==> config.mk <==
export PLATFORM = sky130hd
export DESIGN_NAME = byte_alu
export DESIGN_NICKNAME = d
export VERILOG_FILES = /design/src/rtl/byte_alu_pkg.sv /design/src/rtl/byte_alu_core.sv /design/src/rtl/byte_alu_misc.sv /design/src/rtl/byte_alu.sv
export SDC_FILE = /design/constraint.sdc
export NUM_CORES = 1
export LEC_CHECK = 0
export BUFFER_PORTS_ARGS = -buffer_cell sky130_fd_sc_hd__buf_2
export CORE_MARGIN = 3
export CORE_UTILIZATION = 59
export CTS_CLUSTER_SIZE = 16
export DETAILED_ROUTE_END_ITERATION = 10
export HOLD_SLACK_MARGIN = 0.05
export PLACE_DENSITY = 0.79
export REMOVE_ABC_BUFFERS = 1
export SLEW_MARGIN = 20
export SYNTH_ARGS = -nofsm -noshare
export SYNTH_HDL_FRONTEND = slang
export SYNTH_SLANG_ARGS = --single-unit
export TNS_END_PERCENT = 30
==> constraint.sdc <==
create_clock -name clk -period 5.8 [get_ports clk]
set_input_delay 0.87 -clock clk [delete_from_list [all_inputs] [get_ports clk]]
set_output_delay 0.87 -clock clk [all_outputs]
set_load 0.005 [all_outputs]
==> src/rtl/byte_alu_pkg.sv <==
package byte_alu_pkg;

  localparam int DW  = 8;
  localparam int NW  = DW / 2;
  localparam int OPW = 5;

  typedef enum logic [OPW-1:0] {
    OP_ADD = 5'd0,  OP_ADC = 5'd1,  OP_SUB = 5'd2,  OP_SBB = 5'd3,
    OP_AND = 5'd4,  OP_XOR = 5'd5,  OP_OR  = 5'd6,  OP_CMP = 5'd7,
    OP_INC = 5'd8,  OP_DEC = 5'd9,  OP_RLC = 5'd10, OP_RRC = 5'd11,
    OP_RAL = 5'd12, OP_RAR = 5'd13, OP_DAA = 5'd14, OP_CMA = 5'd15,
    OP_CMC = 5'd16, OP_STC = 5'd17
  } alu_op_e;

  // packed MSB first: s=bit4 ... cy=bit0
  typedef struct packed {
    logic s;
    logic z;
    logic ac;
    logic p;
    logic cy;
  } flags_t;

  function automatic logic [DW:0] add_w(input logic [DW-1:0] x, input logic [DW-1:0] y,
                                        input logic c);
    return {1'b0, x} + {1'b0, y} + {{DW{1'b0}}, c};
  endfunction

  function automatic logic [NW:0] add_nib(input logic [NW-1:0] x, input logic [NW-1:0] y,
                                          input logic c);
    return {1'b0, x} + {1'b0, y} + {{NW{1'b0}}, c};
  endfunction

  function automatic flags_t mk_flags(input logic [DW-1:0] v, input logic ac, input logic cy);
    flags_t f;
    f.s  = v[DW-1];
    f.z  = (v == '0);
    f.ac = ac;
    f.p  = ~^v;
    f.cy = cy;
    return f;
  endfunction

endpackage

==> src/rtl/byte_alu_core.sv <==
module byte_alu_core
  import byte_alu_pkg::*;
(
  input  alu_op_e       op_i,
  input  logic [DW-1:0] a_i,
  input  logic [DW-1:0] b_i,
  input  logic          cy_i,
  output logic [DW-1:0] res_o,
  output logic [DW-1:0] val_o,
  output logic          cy_o,
  output logic          ac_o
);

  logic [DW-1:0] lhs, rhs;
  logic          cin;
  logic [DW:0]   sum;
  logic [NW:0]   nib;
  logic          carry_out, half_carry;

  // operand conditioning: subtraction adds the inverted operand
  always_comb begin
    lhs = a_i;
    rhs = b_i;
    cin = 1'b0;
    unique case (op_i)
      OP_ADC:         cin = cy_i;
      OP_SUB, OP_CMP: begin rhs = ~b_i; cin = 1'b1;  end
      OP_SBB:         begin rhs = ~b_i; cin = ~cy_i; end
      OP_INC:         begin lhs = b_i;  rhs = '0; cin = 1'b1; end
      OP_DEC:         begin lhs = b_i;  rhs = '1; cin = 1'b0; end
      default: ;
    endcase
  end

  assign sum        = add_w(lhs, rhs, cin);
  assign nib        = add_nib(lhs[NW-1:0], rhs[NW-1:0], cin);
  assign carry_out  = sum[DW];
  assign half_carry = nib[NW];

  always_comb begin
    res_o = a_i;
    val_o = sum[DW-1:0];
    cy_o  = cy_i;
    ac_o  = 1'b0;
    unique case (op_i)
      OP_ADD, OP_ADC: begin res_o = sum[DW-1:0]; cy_o = carry_out;  ac_o = half_carry;  end
      OP_SUB, OP_SBB: begin res_o = sum[DW-1:0]; cy_o = ~carry_out; ac_o = ~half_carry; end
      OP_CMP:         begin res_o = a_i;         cy_o = ~carry_out; ac_o = ~half_carry; end
      OP_INC:         begin res_o = sum[DW-1:0]; ac_o = half_carry;  end
      OP_DEC:         begin res_o = sum[DW-1:0]; ac_o = ~half_carry; end
      OP_AND:         begin res_o = a_i & b_i; val_o = a_i & b_i; cy_o = 1'b0; end
      OP_XOR:         begin res_o = a_i ^ b_i; val_o = a_i ^ b_i; cy_o = 1'b0; end
      OP_OR:          begin res_o = a_i | b_i; val_o = a_i | b_i; cy_o = 1'b0; end
      default: ;
    endcase
  end

endmodule

==> src/rtl/byte_alu_misc.sv <==
module byte_alu_misc
  import byte_alu_pkg::*;
(
  input  alu_op_e       op_i,
  input  logic [DW-1:0] a_i,
  input  logic          cy_i,
  input  logic          ac_i,
  output logic [DW-1:0] res_o,
  output logic          cy_o,
  output logic          ac_o
);

  logic          lo_adj, hi_adj;
  logic [DW:0]   step1;
  logic [NW:0]   lo_sum;
  logic [DW-1:0] step2;

  // decimal adjust, two nibble corrections in sequence
  assign lo_adj = (a_i[NW-1:0] > 4'd9) | ac_i;
  assign step1  = add_w(a_i, lo_adj ? 8'h06 : 8'h00, 1'b0);
  assign lo_sum = add_nib(a_i[NW-1:0], lo_adj ? 4'h6 : 4'h0, 1'b0);
  assign hi_adj = (step1[DW-1:NW] > 4'd9) | cy_i | step1[DW];
  assign step2  = step1[DW-1:0] + (hi_adj ? 8'h60 : 8'h00);

  always_comb begin
    res_o = a_i;
    cy_o  = cy_i;
    ac_o  = ac_i;
    unique case (op_i)
      OP_RLC: begin res_o = {a_i[DW-2:0], a_i[DW-1]}; cy_o = a_i[DW-1]; end
      OP_RRC: begin res_o = {a_i[0], a_i[DW-1:1]};    cy_o = a_i[0];    end
      OP_RAL: begin res_o = {a_i[DW-2:0], cy_i};      cy_o = a_i[DW-1]; end
      OP_RAR: begin res_o = {cy_i, a_i[DW-1:1]};      cy_o = a_i[0];    end
      OP_DAA: begin res_o = step2; cy_o = cy_i | hi_adj; ac_o = lo_sum[NW]; end
      OP_CMA: res_o = ~a_i;
      OP_CMC: cy_o = ~cy_i;
      OP_STC: cy_o = 1'b1;
      default: ;
    endcase
  end

endmodule

==> src/rtl/byte_alu.sv <==
module byte_alu
  import byte_alu_pkg::*;
(
  input  logic           clk,
  input  logic           rst_n,
  input  logic [DW-1:0]  acc_i,
  input  logic [DW-1:0]  opd_i,
  input  logic [OPW-1:0] op_i,
  input  logic           op_valid_i,
  output logic [DW-1:0]  result_o,
  output logic           acc_we_o,
  output logic [4:0]     flags_o
);

  alu_op_e       op;
  flags_t        flags_q, flags_nxt;
  logic [DW-1:0] core_res, core_val, misc_res;
  logic          core_cy, core_ac, misc_cy, misc_ac;
  logic          core_sel, writes_acc;

  assign op       = alu_op_e'(op_i);
  assign core_sel = (op_i <= OP_DEC);

  byte_alu_core u_core (
    .op_i (op), .a_i(acc_i), .b_i(opd_i), .cy_i(flags_q.cy),
    .res_o(core_res), .val_o(core_val), .cy_o(core_cy), .ac_o(core_ac)
  );

  byte_alu_misc u_misc (
    .op_i (op), .a_i(acc_i), .cy_i(flags_q.cy), .ac_i(flags_q.ac),
    .res_o(misc_res), .cy_o(misc_cy), .ac_o(misc_ac)
  );

  always_comb begin
    writes_acc = 1'b0;
    flags_nxt  = flags_q;
    result_o   = acc_i;
    if (core_sel) begin
      result_o   = core_res;
      flags_nxt  = mk_flags(core_val, core_ac, core_cy);
      writes_acc = (op_i <= OP_OR);
    end else begin
      unique case (op)
        OP_RLC, OP_RRC, OP_RAL, OP_RAR: begin
          result_o     = misc_res;
          flags_nxt.cy = misc_cy;
          writes_acc   = 1'b1;
        end
        OP_DAA: begin
          result_o   = misc_res;
          flags_nxt  = mk_flags(misc_res, misc_ac, misc_cy);
          writes_acc = 1'b1;
        end
        OP_CMA: begin
          result_o   = misc_res;
          writes_acc = 1'b1;
        end
        OP_CMC, OP_STC: flags_nxt.cy = misc_cy;
        default: ;
      endcase
    end
  end

  assign acc_we_o = op_valid_i & writes_acc;

  always_ff @(posedge clk or negedge rst_n) begin
    if (!rst_n)          flags_q <= '0;
    else if (op_valid_i) flags_q <= flags_nxt;
  end

  assign flags_o = flags_q;

  AST_IDLE_HOLD: assert property (@(posedge clk) disable iff (!rst_n)
    !op_valid_i |=> flags_q == $past(flags_q));
  AST_LOGIC_CLEAR: assert property (@(posedge clk) disable iff (!rst_n)
    op_valid_i && (op_i == OP_AND || op_i == OP_XOR || op_i == OP_OR)
    |=> !flags_q.cy && !flags_q.ac);
  AST_CMP_NO_WRITE: assert property (@(posedge clk) disable iff (!rst_n)
    op_valid_i && op_i == OP_CMP |-> !acc_we_o);
  AST_CMP_BORROW: assert property (@(posedge clk) disable iff (!rst_n)
    op_valid_i && op_i == OP_CMP |=> flags_q.cy == ($past(acc_i) < $past(opd_i)));
  AST_INCDEC_KEEP_CY: assert property (@(posedge clk) disable iff (!rst_n)
    op_valid_i && (op_i == OP_INC || op_i == OP_DEC) |=> flags_q.cy == $past(flags_q.cy));
  AST_STC_SETS: assert property (@(posedge clk) disable iff (!rst_n)
    op_valid_i && op_i == OP_STC |=> flags_q.cy);
  AST_ZERO_ADD: assert property (@(posedge clk) disable iff (!rst_n)
    op_valid_i && op_i == OP_ADD && result_o == '0 |=> flags_q.z);

endmodule

==> summary.txt, run 1 <==
Outcome
  – Status: complete, no violations

Worst setup path
  – CP startpoint kind: input pin
  – Crit path kind: input pin to output pin
  – Required @ worst endpoint: 4930 ps
  – R2r setup slk: 1190 ps
  – Critical path peak fanout: 8
  – Crit. End Element: output pin
  – Worst reg2reg path depth: 19
  – R2R Path Start: flags_o[2]
  – Arrival @ worst endpoint: 4590 ps
  – RR Endpoint: flags_o[1]

CTS
  – Worst-path clk slew: 40 ps
  – Bufs on Longest Clock Path: 2
  – Post-CTS setup buffers: 0
  – Post-CTS sizing: 0
  – Root Driver: clkbuf_8
  – Num CTS Buffers: 3
  – CTS Sinks: 5
  – H-tree levels: 1
  – TritonCTS clock tree: built
  – Clock Latency Late Sink: 220 ps
  – Hold buffers post-CTS: 0

Drt
  – Via count: 2867
  – Avg Vias per Cell: 6.591
  – Initial drt markers: 270
  – Routed met3 length: 555 um
  – Total Wirelength: 7851 um
  – Detail Route met2 WL: 3706 um
  – DR WL/cell: 18.05 um
  – TritonRoute pass-1 iters: 6
  – Final ANT Viol Nets: 0
  – Met1 WL: 3405 um
  – Uppermost routed layer: met4
  – # DRC: 0

GRT
  – GRT Util Overall: 0.3167
  – First-pass GRT wire length: 13250 um
  – Initial antenna violation count: 0
  – Vias in the first global route: 2680
  – GRT overflow: 0
  – Largest net degree at the start of global routing: 33

STA
  – Worst setup margin: 337.4 ps
  – TNS Setup: 0 ps
  – Final period util: 0.9418
  – Clk_skew: 3.876 ps
  – Final hold violation count: 0
  – RSZ-0062 raised after global routing: false
  – Final setup viols: 0
  – Max-slew violations: 0
  – Slew headroom: 0.5879
  – Worst-Margin Slew: 618.2 ps
  – Fmax: 183.1 MHz
  – Crit path time final: 5463 ps

Die
  – Die Area: 0.005170 mm^2
  – Ports: 38
  – Die width: 71.90 um
  – Height of the die: 71.90 um
  – Initial Util: 0.6271
  – Site row count: 23
  – Total core area: 0.004086 mm^2

Layout
  – Share of layout cells above drive strength 1: 0.1740
  – Final instance area: 0.002809 mm^2
  – Max reg flops: 5
  – Syn-to-layout area delta: 9.619%
  – Area taken by multi-input logic gates: 0.002207 mm^2
  – Antenna Diode Count: 0
  – Register area: 125.1 um^2
  – Most common cell after layout, fill and taps aside: nand2_1
  – # fillers: 379
  – Commonest non-fill, non-tap cells in the layout: nand2_1, buf_2, ha_1, a21oi_1, inv_1
  – Final-stage net count: 448

Synth
  – Area share of the largest cell type after synthesis: 0.1660
  – Post-synthesis sequential area ratio: 0.04883
  – Avg Cell Area, Syn: 7.178 um^2
  – Top post-synthesis cells by area: ha_1, a21oi_1, nand2_1, dfrtp_1, xnor2_1
  – Synth Cell Area: 0.002562 mm^2
  – Post-synth EDFFs: 0
  – Async SR Flop Fraction: 1.000
  – Post-synth top flop: dfrtp_1
  – Synth warn: 0
  – Syn Inst Count: 357
  – Yosys reg bits: 5
  – Cell taking the most area after synthesis: ha_1
  – Netlist cell types: 66

Power and ir drop
  – Pwr dens: 168.7 mW/mm^2
  – Peak supply drop: 95.68 uV
  – Leakage Power: 1.259 nW

Placement
  – Setup WS pre-CTS: 335.7 ps
  – Gpl congestion: 0.9257
  – Port Buffers: 37
  – Post-DP HPWL: 6131 um
  – Placed instance area: 0.002764 mm^2

Worst hold path
  – HP Class: input pin to async pin

Job
  – Max-cap viol count: 0
[worst max path at each step]
stage | end | start | cells past startpoint
2_1_floorplan | result_o[7] | acc_i[2] | 16
3_3_place_gp | result_o[7] | acc_i[2] | 18
3_5_place_dp | result_o[7] | acc_i[2] | 18
4_1_cts | result_o[7] | acc_i[2] | 18
5_1_grt | result_o[7] | acc_i[2] | 18
6_report | result_o[7] | acc_i[2] | 18
[synth_stat cells (3+ instances only)]
| master | count |
|---|---|
| a21oi_1 | 31 |
| o22ai_1 | 9 |
| buf_4 | 5 |
| o21ai_0 | 23 |
| ha_1 | 34 |
| dfrtp_1 | 5 |
| o21a_1 | 5 |
| fa_1 | 4 |
| a22oi_1 | 3 |
| nor2_1 | 22 |
| xnor2_1 | 14 |
| mux2i_1 | 11 |
| buf_2 | 13 |
| nor2b_1 | 5 |
| a211oi_1 | 5 |
| nand4_1 | 3 |
| inv_1 | 27 |
| nand2_1 | 41 |
| clkbuf_1 | 5 |
| a211o_1 | 4 |
| nand2b_1 | 5 |
| a21o_1 | 4 |
| o211ai_1 | 11 |
| a222oi_1 | 4 |
| nor3_1 | 3 |
| a221oi_1 | 6 |
| o21ai_1 | 3 |
| a32oi_1 | 4 |
[where the power goes]
group	switching (mW)	internal (mW)
combinational	0.196	0.158
clock	0.0182	0.0473
sequential	0.00964	0.0448
[layout make-up]
class / instances / area share
flip-flops and latches: 5 / 0.04454
inverters: 29 / 0.03875
multi-input cells: 300 / 0.7857
clock buffers: 4 / 0.01604
repair buffers: 47 / 0.09265
well taps: 50 / 0.02227
[cells by family after synthesis]
group | count (synthesis) | synth area share
and+or+nand+nor | 101 | 0.1997
buffers and inverters | 52 | 0.08985
adders and majority gates | 38 | 0.1973
DFF | 5 | 0.04883
xor gates and xnor gates | 16 | 0.05469
AOI/OAI and AO/OA | 132 | 0.3564
muxes | 13 | 0.05322
[through the flow]
step,hold WS (ps),power [mW],instances,util
4_1_cts,460.3,0.4682,435,0.6874
3_3_place_gp,510.6,0.3944,431,0.6764
5_1_grt,457.3,0.5157,435,0.6874
6_report,457.5,0.4740,435,0.6874
3_5_place_dp,536.6,0.4013,431,0.6764
2_1_floorplan,500.5,0.2890,334,-
[per-layer routing]
| metal | track usage | vias to the layer above |
|---|---|---|
| met5 | 0 | - |
| met4 | 0.07307 | 0 |
| met3 | 0.03047 | 21 |
| met2 | 0.5367 | 148 |
| met1 | 0.4353 | 1333 |
| li1 | - | 1365 |
[critical path, cell delays in order]
cell and delay [ps]:
buf_2 170, o21ai_0 110, nand2b_1 120, ha_1 170, inv_1 50, fa_1 380
nand3b_4 190, or4_1 520, nand4_2 120, ha_1 150, inv_1 40, fa_1 370
or3_1 370, a21oi_1 190, mux2_4 350, a31oi_4 210, a21oi_2 80, buf_2 130
No activity file was read; power rests on OpenSTA's default activity.
==> run 2, diff against run 1 <==
CORE_UTILIZATION = 40   (was 59)
PLACE_DENSITY = 0.56   (was 0.79)
==> run 2 against run 1 <==
Against the previous run:
- non-clock buffer count did not move
- worst hold slack worse by 3.8 ps
- global-route usage down 9.3 points
- largest power group unchanged
==> summary.txt, run 2 (same netlist as run 1, synthesis figures left out) <==
Outcome
  – Status: complete, no violations

STA
  – Slew headroom: 0.5632 (-0.02466)
  – Max-slew violations: 0 (unchanged)
  – Final period util: 0.9460 (+0.004207)
  – TNS Setup: 0 ps (unchanged)
  – Fmax: 182.3 MHz (-0.44%)
  – RSZ-0062 raised after global routing: false
  – Final hold violation count: 0 (unchanged)
  – Clk_skew: 0.7125 ps (-3.163 ps)
  – Worst-Margin Slew: 654.0 ps (+35.79 ps)
  – Crit path time final: 5487 ps (+24.40 ps)
  – Final setup viols: 0 (unchanged)
  – Fin Hold WS: 453.8 ps (-3.752 ps)

GRT
  – GRT Util Overall: 0.2239 (-0.09279)
  – Largest net degree at the start of global routing: 30 (-9.1%)
  – Vias in the first global route: 2580 (-3.7%)
  – Initial antenna violation count: 0 (unchanged)
  – GRT overflow: 0 (unchanged)
  – First-pass GRT wire length: 13300 um (+0.42%)

Layout
  – Commonest non-fill, non-tap cells in the layout: nand2_1, buf_2, ha_1, a21oi_1, inv_1
  – Share of layout cells above drive strength 1: 0.1740 (unchanged)
  – Antenna Diode Count: 0 (unchanged)
  – Max reg flops: 5 (unchanged)
  – Final-stage net count: 448 (unchanged)
  – Syn-to-layout area delta: 10.84%
  – Most common cell after layout, fill and taps aside: nand2_1

Worst setup path
  – Required @ worst endpoint: 4930 ps (about the same)
  – Worst reg2reg path depth: 19 (unchanged)
  – R2R Path Start: flags_o[2]
  – CP Capture Point: result_o[7]
  – CP startpoint kind: input pin
  – RR Endpoint: flags_o[1]
  – R2r setup slk: 1240 ps (+50 ps)
  – Critical path peak fanout: 8 (unchanged)
  – Arrival @ worst endpoint: 4620 ps (+30 ps)
  – Crit. End Element: output pin
  – Crit path kind: input pin to output pin
  – Critical path launch point: acc_i[2]

CTS
  – TritonCTS clock tree: built
  – Worst-path clk slew: 40 ps (about the same)
  – CTS Sinks: 5 (unchanged)
  – Clock Latency Late Sink: 230 ps (about the same)
  – Root Driver: clkbuf_8
  – Num CTS Buffers: 3 (unchanged)
  – Bufs on Longest Clock Path: 2 (unchanged)
  – Hold buffers post-CTS: 0 (unchanged)
  – Post-CTS sizing: 0 (unchanged)
  – H-tree levels: 1 (unchanged)
  – Post-CTS setup buffers: 0 (unchanged)

Drt
  – DR WL/cell: 17.83 um (-1.2%)
  – # DRC: 0 (unchanged)
  – Via count: 2753 (-4.0%)
  – Final ANT Viol Nets: 0 (unchanged)
  – Initial drt markers: 194 (-28%)
  – Total Wirelength: 8200 um (+4.4%)
  – TritonRoute pass-1 iters: 6 (unchanged)
  – Avg Vias per Cell: 5.985 (-9.2%)

Die
  – Initial Util: 0.4228 (-0.2043)
  – Total core area: 0.006061 mm^2 (+48%)
  – Die width: 86.04 um (+20%)
  – Die Area: 0.007403 mm^2 (+43%)
  – Ports: 38 (unchanged)
  – Site row count: 28 (+22%)
  – Height of the die: 86.04 um (+20%)

Power and ir drop
  – Pwr dens: 165.7 mW/mm^2 (-1.8%)
  – Tot Pwr: 470.6 uW (-0.72%)
  – Peak supply drop: 134.4 uV (+40%)
  – Leakage Power: 1.260 nW (about the same)

Job
  – Max-cap viol count: 0 (unchanged)

Placement
  – Port Buffers: 37 (unchanged)
  – Post-DP HPWL: 6550 um (+6.8%)
  – Gpl congestion: 0.8727 (-5.7%)

Worst hold path
  – HP Class: input pin to async pin
==> run 2: metrics by stage <==
stage / cell area, um^2 / util / worst slack, ps / cells
after floorplan: 2441 / - / 885.5 / 334
after global placement: 2795 / 0.4612 / 423.1 / 456
after detailed placement: 2795 / 0.4612 / 331.7 / 456
after CTS: 2840 / 0.4686 / 326.2 / 460
after global routing: 2840 / 0.4686 / 142.1 / 460
final: 2840 / 0.4686 / 313.0 / 460
==> run 2: worst max-delay path, cell delays in order <==
cell and delay, ps:
buf_2 170, o21ai_0 110, nand2b_1 120, ha_1 180, inv_1 60, fa_1 380, nand3b_4 200, or4_1 500
nand4_2 110, ha_1 150, inv_1 50, fa_1 390, or3_1 380, a21oi_1 190, mux2_4 340, a31oi_4 210
a21oi_2 80, buf_2 140
==> run 2: worst min-delay path by stage <==
stage            endpoint  slack, ps
3_3_place_gp   flags_o[1]        510
2_1_floorplan  flags_o[2]        500
6_report       flags_o[2]        450
4_1_cts        flags_o[2]        450
5_1_grt        flags_o[4]        460
3_5_place_dp   flags_o[2]        520
==> run 2: routing by layer <==
| layer | vias up | wire length (um) | track usage | part of all wire |
|---|---|---|---|---|
| li1 | 1371 | - | - | - |
| met1 | 1272 | 3913 | 0.3293 | 0.48 |
| met2 | 104 | 3674 | 0.3504 | 0.45 |
| met3 | 6 | 567 | 0.02594 | 0.069 |
| met4 | 0 | 45 | 0.04317 | 0.0055 |
| met5 | - | 0 | 0 | 0 |
==> run 2: cell type report <==
| cell class | instances | area (um^2) |
|---|---|---|
| Multi-Input combinational cell | 300 | 2207 |
| Sequential cell | 5 | 125.1 |
| Timing Repair Buffer | 47 | 260.3 |
| Fill cell | 625 | 3221 |
| Inverter | 29 | 108.9 |
| Clock buffer | 4 | 45.04 |
| Tap cell | 75 | 93.84 |
==> run 2: power by group <==
group	internal [mW]	total (mW)	leakage, nW	switching [mW]
Combinational	0.158	0.351	1.18	0.193
Clock	0.0474	0.0670	0.0228	0.0197
Sequential	0.0448	0.0523	0.0572	0.00757
Total	0.250	0.471	1.26	0.221
